--- src/rtl/rt_pkg.sv ---
`timescale 1ns/1ps
package rt_pkg;
   localparam int NUM_AXES = 3;
   localparam int CFG_LATCH_BIT = 3;
   localparam int THR_MODE_BIT = 7;
   typedef struct packed {
      logic evt;
      logic pol;
   } axis_flag_t;
endpackage

--- src/rtl/rt_mag_cmp.sv ---
`timescale 1ns/1ps
module rt_mag_cmp #(
   parameter int RATE_W = 16,
   parameter int THR_W = 7
) (
   input  logic [RATE_W-1:0] rate,
   input  logic [THR_W-1:0]  thr,
   output logic              above,
   output logic              sign
);
   logic [RATE_W-1:0] abs_v;
   logic [THR_W-1:0]  mag;

   if (RATE_W < 2) begin : g_bad_rate
      $error("rt_mag_cmp: RATE_W must be at least 2");
   end

   assign sign  = rate[RATE_W-1];
   assign abs_v = sign ? (~rate + 1'b1) : rate;

   if (RATE_W - 1 > THR_W) begin : g_scale_down
      localparam int SH = RATE_W - 1 - THR_W;
      logic [THR_W:0] shifted;
      assign shifted = abs_v[RATE_W-1:SH];
      assign mag = shifted[THR_W] ? '1 : shifted[THR_W-1:0];
   end else begin : g_extend
      logic [THR_W:0] ext;
      assign ext = (THR_W+1)'(abs_v);
      assign mag = ext[THR_W] ? '1 : ext[THR_W-1:0];
   end

   assign above = mag > thr;
endmodule

--- src/rtl/rt_axis_dbnc.sv ---
`timescale 1ns/1ps
module rt_axis_dbnc #(
   parameter int CNT_W = 8
) (
   input  logic             clk,
   input  logic             rst_n,
   input  logic             go,
   input  logic             valid,
   input  logic             en,
   input  logic             above,
   input  logic             sign,
   input  logic             mode_clr,
   input  logic             latch,
   input  logic             read,
   input  logic [CNT_W-1:0] dbnc,
   output logic             evt,
   output logic             pol
);
   localparam logic [CNT_W-1:0] CNT_MAX = '1;

   if (CNT_W < 1) begin : g_bad_cnt
      $error("rt_axis_dbnc: CNT_W must be positive");
   end

   logic [CNT_W-1:0] cnt, cnt_inc, cnt_nxt;
   logic             fire;

   assign cnt_inc = (cnt == CNT_MAX) ? cnt : cnt + 1'b1;
   assign fire    = valid && en && above && (cnt_inc >= dbnc);

   always_comb begin
      cnt_nxt = cnt;
      if (go || !en)        cnt_nxt = '0;
      else if (valid) begin
         if (above)         cnt_nxt = cnt_inc;
         else if (mode_clr) cnt_nxt = '0;
         else if (cnt != '0) cnt_nxt = cnt - 1'b1;
      end
   end

   always_ff @(posedge clk or negedge rst_n) begin
      if (!rst_n) begin
         cnt <= '0;
         evt <= 1'b0;
         pol <= 1'b0;
      end else begin
         cnt <= cnt_nxt;
         if (go) begin
            evt <= 1'b0;
            pol <= 1'b0;
         end else if (latch) begin
            if (fire) begin
               evt <= 1'b1;
               pol <= evt ? pol : sign;
            end else if (read) begin
               evt <= 1'b0;
               pol <= 1'b0;
            end
         end else if (valid) begin
            evt <= fire;
            pol <= fire & sign;
         end
      end
   end


   clr_mode_chk: assert property (@(posedge clk) disable iff (!rst_n)
      (valid && en && !above && mode_clr && !go) |=> (cnt == '0));

   dec_mode_chk: assert property (@(posedge clk) disable iff (!rst_n)
      (valid && en && !above && !mode_clr && !go && cnt != '0) |=>
      (cnt == CNT_W'($past(cnt) - 1'b1)));

   dis_axis_chk: assert property (@(posedge clk) disable iff (!rst_n)
      !en |=> (cnt == '0));

   pol_needs_evt_chk: assert property (@(posedge clk) disable iff (!rst_n)
      pol |-> evt);

   latch_hold_chk: assert property (@(posedge clk) disable iff (!rst_n)
      (latch && evt && !read && !go) |=> (evt && $stable(pol)));

   idle_hold_chk: assert property (@(posedge clk) disable iff (!rst_n)
      (!valid && !read && !go) |=> ($stable(evt) && $stable(pol)));
endmodule

--- src/rtl/rt_event_det.sv ---
`timescale 1ns/1ps
module rt_event_det
   import rt_pkg::*;
#(
   parameter int RATE_W = 16,
   parameter int THR_W = 7,
   parameter int CNT_W = 8
) (
   input  logic                       clk,
   input  logic                       rst_n,
   input  logic                       sample_valid,
   input  logic [NUM_AXES*RATE_W-1:0] rate_in,
   input  logic [7:0]                 cfg_byte,
   input  logic [7:0]                 thr_byte,
   input  logic [CNT_W-1:0]           dbnc_byte,
   input  logic                       src_read,
   input  logic                       go_active,
   output logic [7:0]                 src_byte
);
   if (THR_W > THR_MODE_BIT || THR_W < 1) begin : g_bad_thr
      $error("rt_event_det: THR_W must lie in 1..7");
   end

   axis_flag_t [NUM_AXES-1:0] flags;
   logic       [NUM_AXES-1:0] evts;

   for (genvar a = 0; a < NUM_AXES; a++) begin : g_axis
      logic above_a, sign_a;

      rt_mag_cmp #(.RATE_W(RATE_W), .THR_W(THR_W)) i_cmp (
         .rate  (rate_in[a*RATE_W +: RATE_W]),
         .thr   (thr_byte[THR_W-1:0]),
         .above (above_a),
         .sign  (sign_a)
      );

      rt_axis_dbnc #(.CNT_W(CNT_W)) i_dbnc (
         .clk      (clk),
         .rst_n    (rst_n),
         .go       (go_active),
         .valid    (sample_valid),
         .en       (cfg_byte[a]),
         .above    (above_a),
         .sign     (sign_a),
         .mode_clr (thr_byte[THR_MODE_BIT]),
         .latch    (cfg_byte[CFG_LATCH_BIT]),
         .read     (src_read),
         .dbnc     (dbnc_byte),
         .evt      (flags[a].evt),
         .pol      (flags[a].pol)
      );

      assign evts[a] = flags[a].evt;
   end

   assign src_byte = {1'b0, |evts, flags};


   go_clears_chk: assert property (@(posedge clk) disable iff (!rst_n)
      go_active |=> (src_byte == 8'h00));

   top_bit_zero_chk: assert property (@(posedge clk) disable iff (!rst_n)
      !src_byte[7]);
endmodule

--- config.mk ---
export PLATFORM = sky130hd
export DESIGN_NAME = rt_event_det
export DESIGN_NICKNAME = d
export VERILOG_FILES = /design/src/rtl/rt_pkg.sv /design/src/rtl/rt_mag_cmp.sv /design/src/rtl/rt_axis_dbnc.sv /design/src/rtl/rt_event_det.sv
export SDC_FILE = /design/constraint.sdc
export NUM_CORES = 1
export LEC_CHECK = 0
export ABC_AREA = 1
export BUFFER_PORTS_ARGS = -buffer_cell sky130_fd_sc_hd__buf_2
export CAP_MARGIN = 20
export CORE_MARGIN = 4
export CORE_UTILIZATION = 35
export CTS_CLUSTER_SIZE = 16
export DETAILED_ROUTE_END_ITERATION = 10
export PLACE_DENSITY = 0.6
export SYNTH_ARGS = -nofsm -noshare
export SYNTH_HDL_FRONTEND = slang
export SYNTH_SLANG_ARGS = --single-unit
--- constraint.sdc ---
create_clock -name clk -period 2.68 [get_ports clk]
set_input_delay 0.536 -clock clk [delete_from_list [all_inputs] [get_ports clk]]
set_output_delay 0.536 -clock clk [all_outputs]
set_load 0.01 [all_outputs]
=== Word-level counts from Yosys, hierarchy flattened ===
Cells that the tools add are included.

* Flip-flop bits (word level): 30
* Input port bits: 77
* Logic and storage cells: 126

* $add $sub $neg: 9
* Order comparisons: 6
* Equal/unequal tests: 9
* Mux-type cells: 52
* Bitwise logic cells: 6
* Reduce and logical (&&, ||, !) cells: 35

{| class="wikitable"
|+ Operator list
! kind !! number
|-
| 8-bit two-way mux || 18
|-
| 16-bit by 1-bit adder with 16-bit output (second input constant) || 3
|-
| 16-bit two-way mux || 3
|-
| 16-bit NOT || 3
|-
| 1-bit two-way mux || 28
|-
| 8-bit by 1-bit adder with 8-bit output (second input constant) || 3
|-
| 8-bit == test (second input constant) || 3
|-
| 8-bit >= comparator || 3
|-
| 8-bit nonzero test || 3
|-
| 8-bit by 1-bit subtractor with 8-bit output (second input constant) || 3
|-
| 7-bit > comparator || 3
|-
| 7-bit two-way mux || 3
|-
| 4-bit by 1-bit != test with 1-bit output (second input constant) || 3
|-
| 4-bit != test (second input constant) || 3
|-
| 2-bit AND reduction || 6
|-
| 4-bit nonzero test || 3
|-
| 1-bit logical AND || 9
|-
| 3-bit AND reduction || 3
|-
| 2-bit nonzero test || 3
|-
| 1-bit AND || 3
|-
| 1-bit zero test || 3
|-
| 1-bit logical OR || 3
|-
| 3-bit nonzero test || 1
|-
| 3-bit OR reduction || 1
|}

=== Logic depth before layout (Yosys ltp) ===
* Word-level depth: 11
* Gate-level depth with buffers: 25
* Gate-level depth less buffers: 25

=== Modules after synthesis ===
From an unflattened synthesis, not the netlist that was laid out.

* Cell total of the unflattened synthesis: 812
* Area, all modules: 4823.4 um^2

{| class="wikitable"
|+ Modules (own cells, without submodules)
! module !! instances !! cells an instance !! area an instance (um^2)
|-
| rt_axis_dbnc || 3 || 174 || 1109.8
|-
| rt_mag_cmp || 3 || 95 || 490.5
|-
| rt_event_det || 1 || 5 || 22.5
|}

=== Worst setup path after synthesis ===
Ideal clock, no wire load.

* Path type: input -> register
* From: input port rate_in[17]
* To: register g_axis[1].i_dbnc.cnt[0]
* Arrival: 2.602 ns
* Required time: 2.564 ns
* Path slack: -0.039 ns
* Stages on the path: 20
* Buffers on the path: 0
* Cell sequence: nor2_1 nand2_1 nor2_1 nand2_1 nor2_2 nand3b_1 nor3_2 inv_1 nand3_1 ha_1 a21oi_1 nand2_1 nand2_1 nand2_1 nand2_1 nand3_1 nand3_1 inv_1 nand2_1 nand2_1

* Cells in the longest elaborated chain, start to end: 8

{| class="wikitable"
|+ Ends and longest elaborated chain
! what !! line !! source
|-
| start: declaration || rt_event_det.sv:12 || <nowiki>input logic [NUM_AXES*RATE_W-1:0] rate_in,</nowiki>
|-
| 16-bit NOT * || rt_mag_cmp.sv:19 || <nowiki>assign abs_v = sign ? (~rate + 1'b1) : rate;</nowiki>
|-
| 16-bit by 1-bit adder with 16-bit output * || rt_mag_cmp.sv:19 ||
|-
| 16-bit two-way mux * || rt_mag_cmp.sv:19 ||
|-
| 7-bit two-way mux * || rt_mag_cmp.sv:25 || <nowiki>assign mag = shifted[THR_W] ? '1 : shifted[THR_W-1:0];</nowiki>
|-
| 7-bit > comparator * || rt_mag_cmp.sv:32 || <nowiki>assign above = mag > thr;</nowiki>
|-
| 8-bit two-way mux || rt_axis_dbnc.sv:35 || <nowiki>if (above) cnt_nxt = cnt_inc;</nowiki>
|-
| 8-bit two-way mux || rt_axis_dbnc.sv:34 || <nowiki>else if (valid) begin</nowiki>
|-
| 8-bit two-way mux || rt_axis_dbnc.sv:33 || <nowiki>if (go || !en) cnt_nxt = '0;</nowiki>
|-
| end signal: assignment || rt_axis_dbnc.sv:47 || <nowiki>cnt <= cnt_nxt;</nowiki>
|-
| end: declaration || rt_axis_dbnc.sv:25 || <nowiki>logic [CNT_W-1:0] cnt, cnt_inc, cnt_nxt;</nowiki>
|}

Every way passes the cells marked *; elsewhere a longest branch is shown, timed or not. The select of a mux whose other input is x is not followed.
A chain may end at the register's enable or synchronous reset.

=== Final worst setup path ===
* From: input port rate_in[5]
* To: register g_axis[0].i_dbnc.cnt[2]

* Cells in the longest elaborated chain, start to end: 8

{| class="wikitable"
|+ Ends and longest elaborated chain
! what !! line
|-
| 16-bit NOT * || rt_mag_cmp.sv:19
|-
| 16-bit by 1-bit adder with 16-bit output * || rt_mag_cmp.sv:19
|-
| 16-bit two-way mux * || rt_mag_cmp.sv:19
|-
| 7-bit two-way mux * || rt_mag_cmp.sv:25
|-
| 7-bit > comparator * || rt_mag_cmp.sv:32
|-
| 8-bit two-way mux || rt_axis_dbnc.sv:35
|-
| 8-bit two-way mux || rt_axis_dbnc.sv:34
|-
| 8-bit two-way mux || rt_axis_dbnc.sv:33
|-
| end signal: assignment || rt_axis_dbnc.sv:47
|-
| end: declaration || rt_axis_dbnc.sv:25
|}

Marked as above.

==> flow_summary.ini <==
[clock_tree]
clockBufferDepth = 2
root_buffer = clkbuf_16
clkTransAtPathRegs_ns = 0.05
cts_inserted_buffers = 5
cts_sinks = 30
insertion_delay_ns = 0.28
h-tree-depth = 2
cts_tree = yes

[power_and_ir_drop]
combPwrFrac_pct = 47.2
p_int_uw = 1250
p_leak_uw = 0.00326
peakVddDrop_v = 0.000198
p_sw_share_pct = 37.7
p_clk_share_pct = 27.4
switchingPower_uw = 753
pwr_density_cell_nw_per_um2 = 325
p_seq_share_pct = 25.4

[synth]
ys_async_sr_fraction_pct = 100
postSynthAreaPerCell_um2 = 6.22
yosys_warnings = 0
synth_seq_cells = 30
synth_flop_cell = dfrtp_1
synth_edf_count = 0
ys_types = 36
netlist_instances = 703
syn_area_um2 = 4370
syn_nets = 834
yosysSeqAreaShare_pct = 17.2

[floorplan]
design.core.area_um2 = 12100
rows = 40
die_w_um = 120
die-area_um2 = 14400
die-height_um = 120
start_util_pct = 36.1
boundaryPins = 85

[critical_path]
crit_chain = buf_6, nor2_2, nand2_1, nor2_1, nand2_1, nor2_2, nand4_1, nor3_2, inv_2, nand3b_1, ha_1, nand2_1, nor2_4, nand2_1, nand2_1, nand2_2, buf_12, buf_8, o21ai_2, nor2_1, nand2_1, o21ai_1
cp.required_ns = 2.88
r2r-start = g_axis[1].i_dbnc.cnt[1]
cpLargestDelayFamily = simple AND/OR/NAND/NOR gates
crit_arrival_ns = 3.01
critPathMaxFanout = 8
slowest_delay_ns = 0.26
setup.worst_path.start = rate_in[5]
critPathCaptureType = register
slowest_stage = nor3_2
cp_num_buf_inv = 4
crit_type = primary input to register
cp-start-kind = primary input
crit_top_cell = nand2_1

[cells_and_area]
drive_above_1_share_pct = 33.5
fin_cells = 996
multiInputGateArea_um2 = 3700
seq_area_um2 = 751
areaGrowthSynthToFinish_pct = 40.9
layout_common_cells = nand2_1, inv_1, buf_2
fin_util_pct = 50.9
layout_commonest_cell = nand2_1
diodes = 0
fill_cells = 1250
final_area_um2 = 6160
fin_nets = 960

[grt]
antenna_found_initial = 0
globalRouteOverflowTotal = 0
grt_pass1_wl_um = 19700
grt_pass1_vias = 4229
grt_max_degree = 31
grtUsageTotal_pct = 16.4

[sta]
worst_slew_pin_slew_ns = 0.751
finalCritPeriodShare_pct = 105
setup_ws_ns = -0.128
slew_headroom_pct = 49.9
min_period_ns = 2.81
finalSetupViolCount = 28
final.setup_skew_ns = 0.00575
max_freq_ghz = 0.356
rsz0062_at_grt = true
whs_ns = 0.330
drv_slew = 0
final-hold-violation-count = 0

[run_status]
status = finished with violations
violations = negative setup slack

[job]
cap_violations = 0

[route]
finalWirelength_um = 12200
first_pass_iters = 4
routedWlPerCell_um = 12.3
vias = 4659
postRouteAntennaNets = 0
via_per_inst = 4.68
drc = 0
drtIter0Drc = 163

[min_path]
hold_class = primary input to asynchronous set/reset pin

[place]
dp_worst_setup_slack_ns = -0.409
placed_cell_area_um2 = 5230
dp_cells = 975
portBuffers = 79
gp_congestion = 0.883
dp_hpwl_um = 9320
## area by class of cell
class	instances	area share (%)
well taps	168	3.41
clock buffers	6	2.25
inverters	100	6.40
flip-flops and latches	30	12.2
repair buffers	136	15.8
multi-input cells	556	60.0
## sequential cells by signal, summed over array words and instances, names as in the netlist
register,count
g_axis.i_dbnc.cnt,24
g_axis.i_dbnc.evt,3
g_axis.i_dbnc.pol,3
## layer usage
metal | vias to the layer above | wire, µm | share of wire [%] | track usage (%)
li1 | 2521 | - | - | -
met5 | - | 0 | 0 | 0
met3 | 12 | 481 | 3.9 | 2.26
met2 | 81 | 5920 | 48 | 27.0
met1 | 2045 | 5730 | 47 | 23.4
met4 | 0 | 91 | 0.74 | 2.08
## Yosys cell counts, types with 6 or more instances
cell type / instances / area (µm²)
a21oi_1: 33 / 165
nor3_1: 7 / 35.0
ha_1: 54 / 676
xnor2_1: 6 / 52.6
dfrtp_1: 30 / 751
o21ai_0: 47 / 235
buf_4: 10 / 75.1
nand3_1: 57 / 285
o21ai_1: 10 / 50.1
nor2_1: 79 / 297
buf_2: 6 / 30.0
or2_2: 9 / 56.3
nand4_1: 10 / 62.6
nand2_1: 184 / 691
xor2_1: 24 / 210
inv_1: 98 / 368
## kinds of logic (layout without fill, tap and decap cells)
logic type                 after synthesis  after routing  synth area share [%]
xor gates and xnor gates                30             30                  6.01
buffers and inverters                  117            242                  11.4
adders and majority gates               54             54                  15.4
and+or+nand+nor                        366            366                  36.7
AOI/OAI and AO/OA                      105            105                  13.2
other                                    1              1                0.0857
DFF                                     30             30                  17.2
## power by group through the flow
stage | Combinational (µW) | Sequential [µW] | Clock (µW)
CTS | 768 | 506 | 563
global placement | 734 | 514 | 0
detailed placement | 739 | 513 | 0
global route | 1070 | 512 | 584
finish | 945 | 508 | 548
floorplan | 510 | 503 | 0
## stage by stage
stage / power, µW / setup TNS, ns
2_1_floorplan: 1010 / 0
3_3_place_gp: 1250 / -10.39
3_5_place_dp: 1250 / -11.09
4_1_cts: 1840 / -0.402
5_1_grt: 2160 / -8.22
6_report: 2000 / -1.96
## final timing paths
check | end | depth (start not counted) | slack, ns
setup / recovery | g_axis[0].i_dbnc.cnt[2] | 22 | -0.13
min in group clk | g_axis[2].i_dbnc.pol | 2 | 0.47
max in group asynchronous | g_axis[1].i_dbnc.evt | 1 | 1.86
setup reg to reg | g_axis[1].i_dbnc.pol | 16 | 0.13
hold / removal | g_axis[0].i_dbnc.cnt[6] | 1 | 0.33
hold reg to reg | g_axis[2].i_dbnc.pol | 2 | 0.47
## repair_timing
| item | 4_1_cts | 5_1_grt |
|---|---|---|
| gates cloned | 0 | 1 |
| endpoints found under the setup margin | 30 | 30 |
| pin swaps | 8 | 80 |
| setup buffers | 3 | 12 |
| hold buffers | 0 | 0 |
| resized for setup | 19 | 155 |
Note: power is estimated with default switching activity, not from simulation.
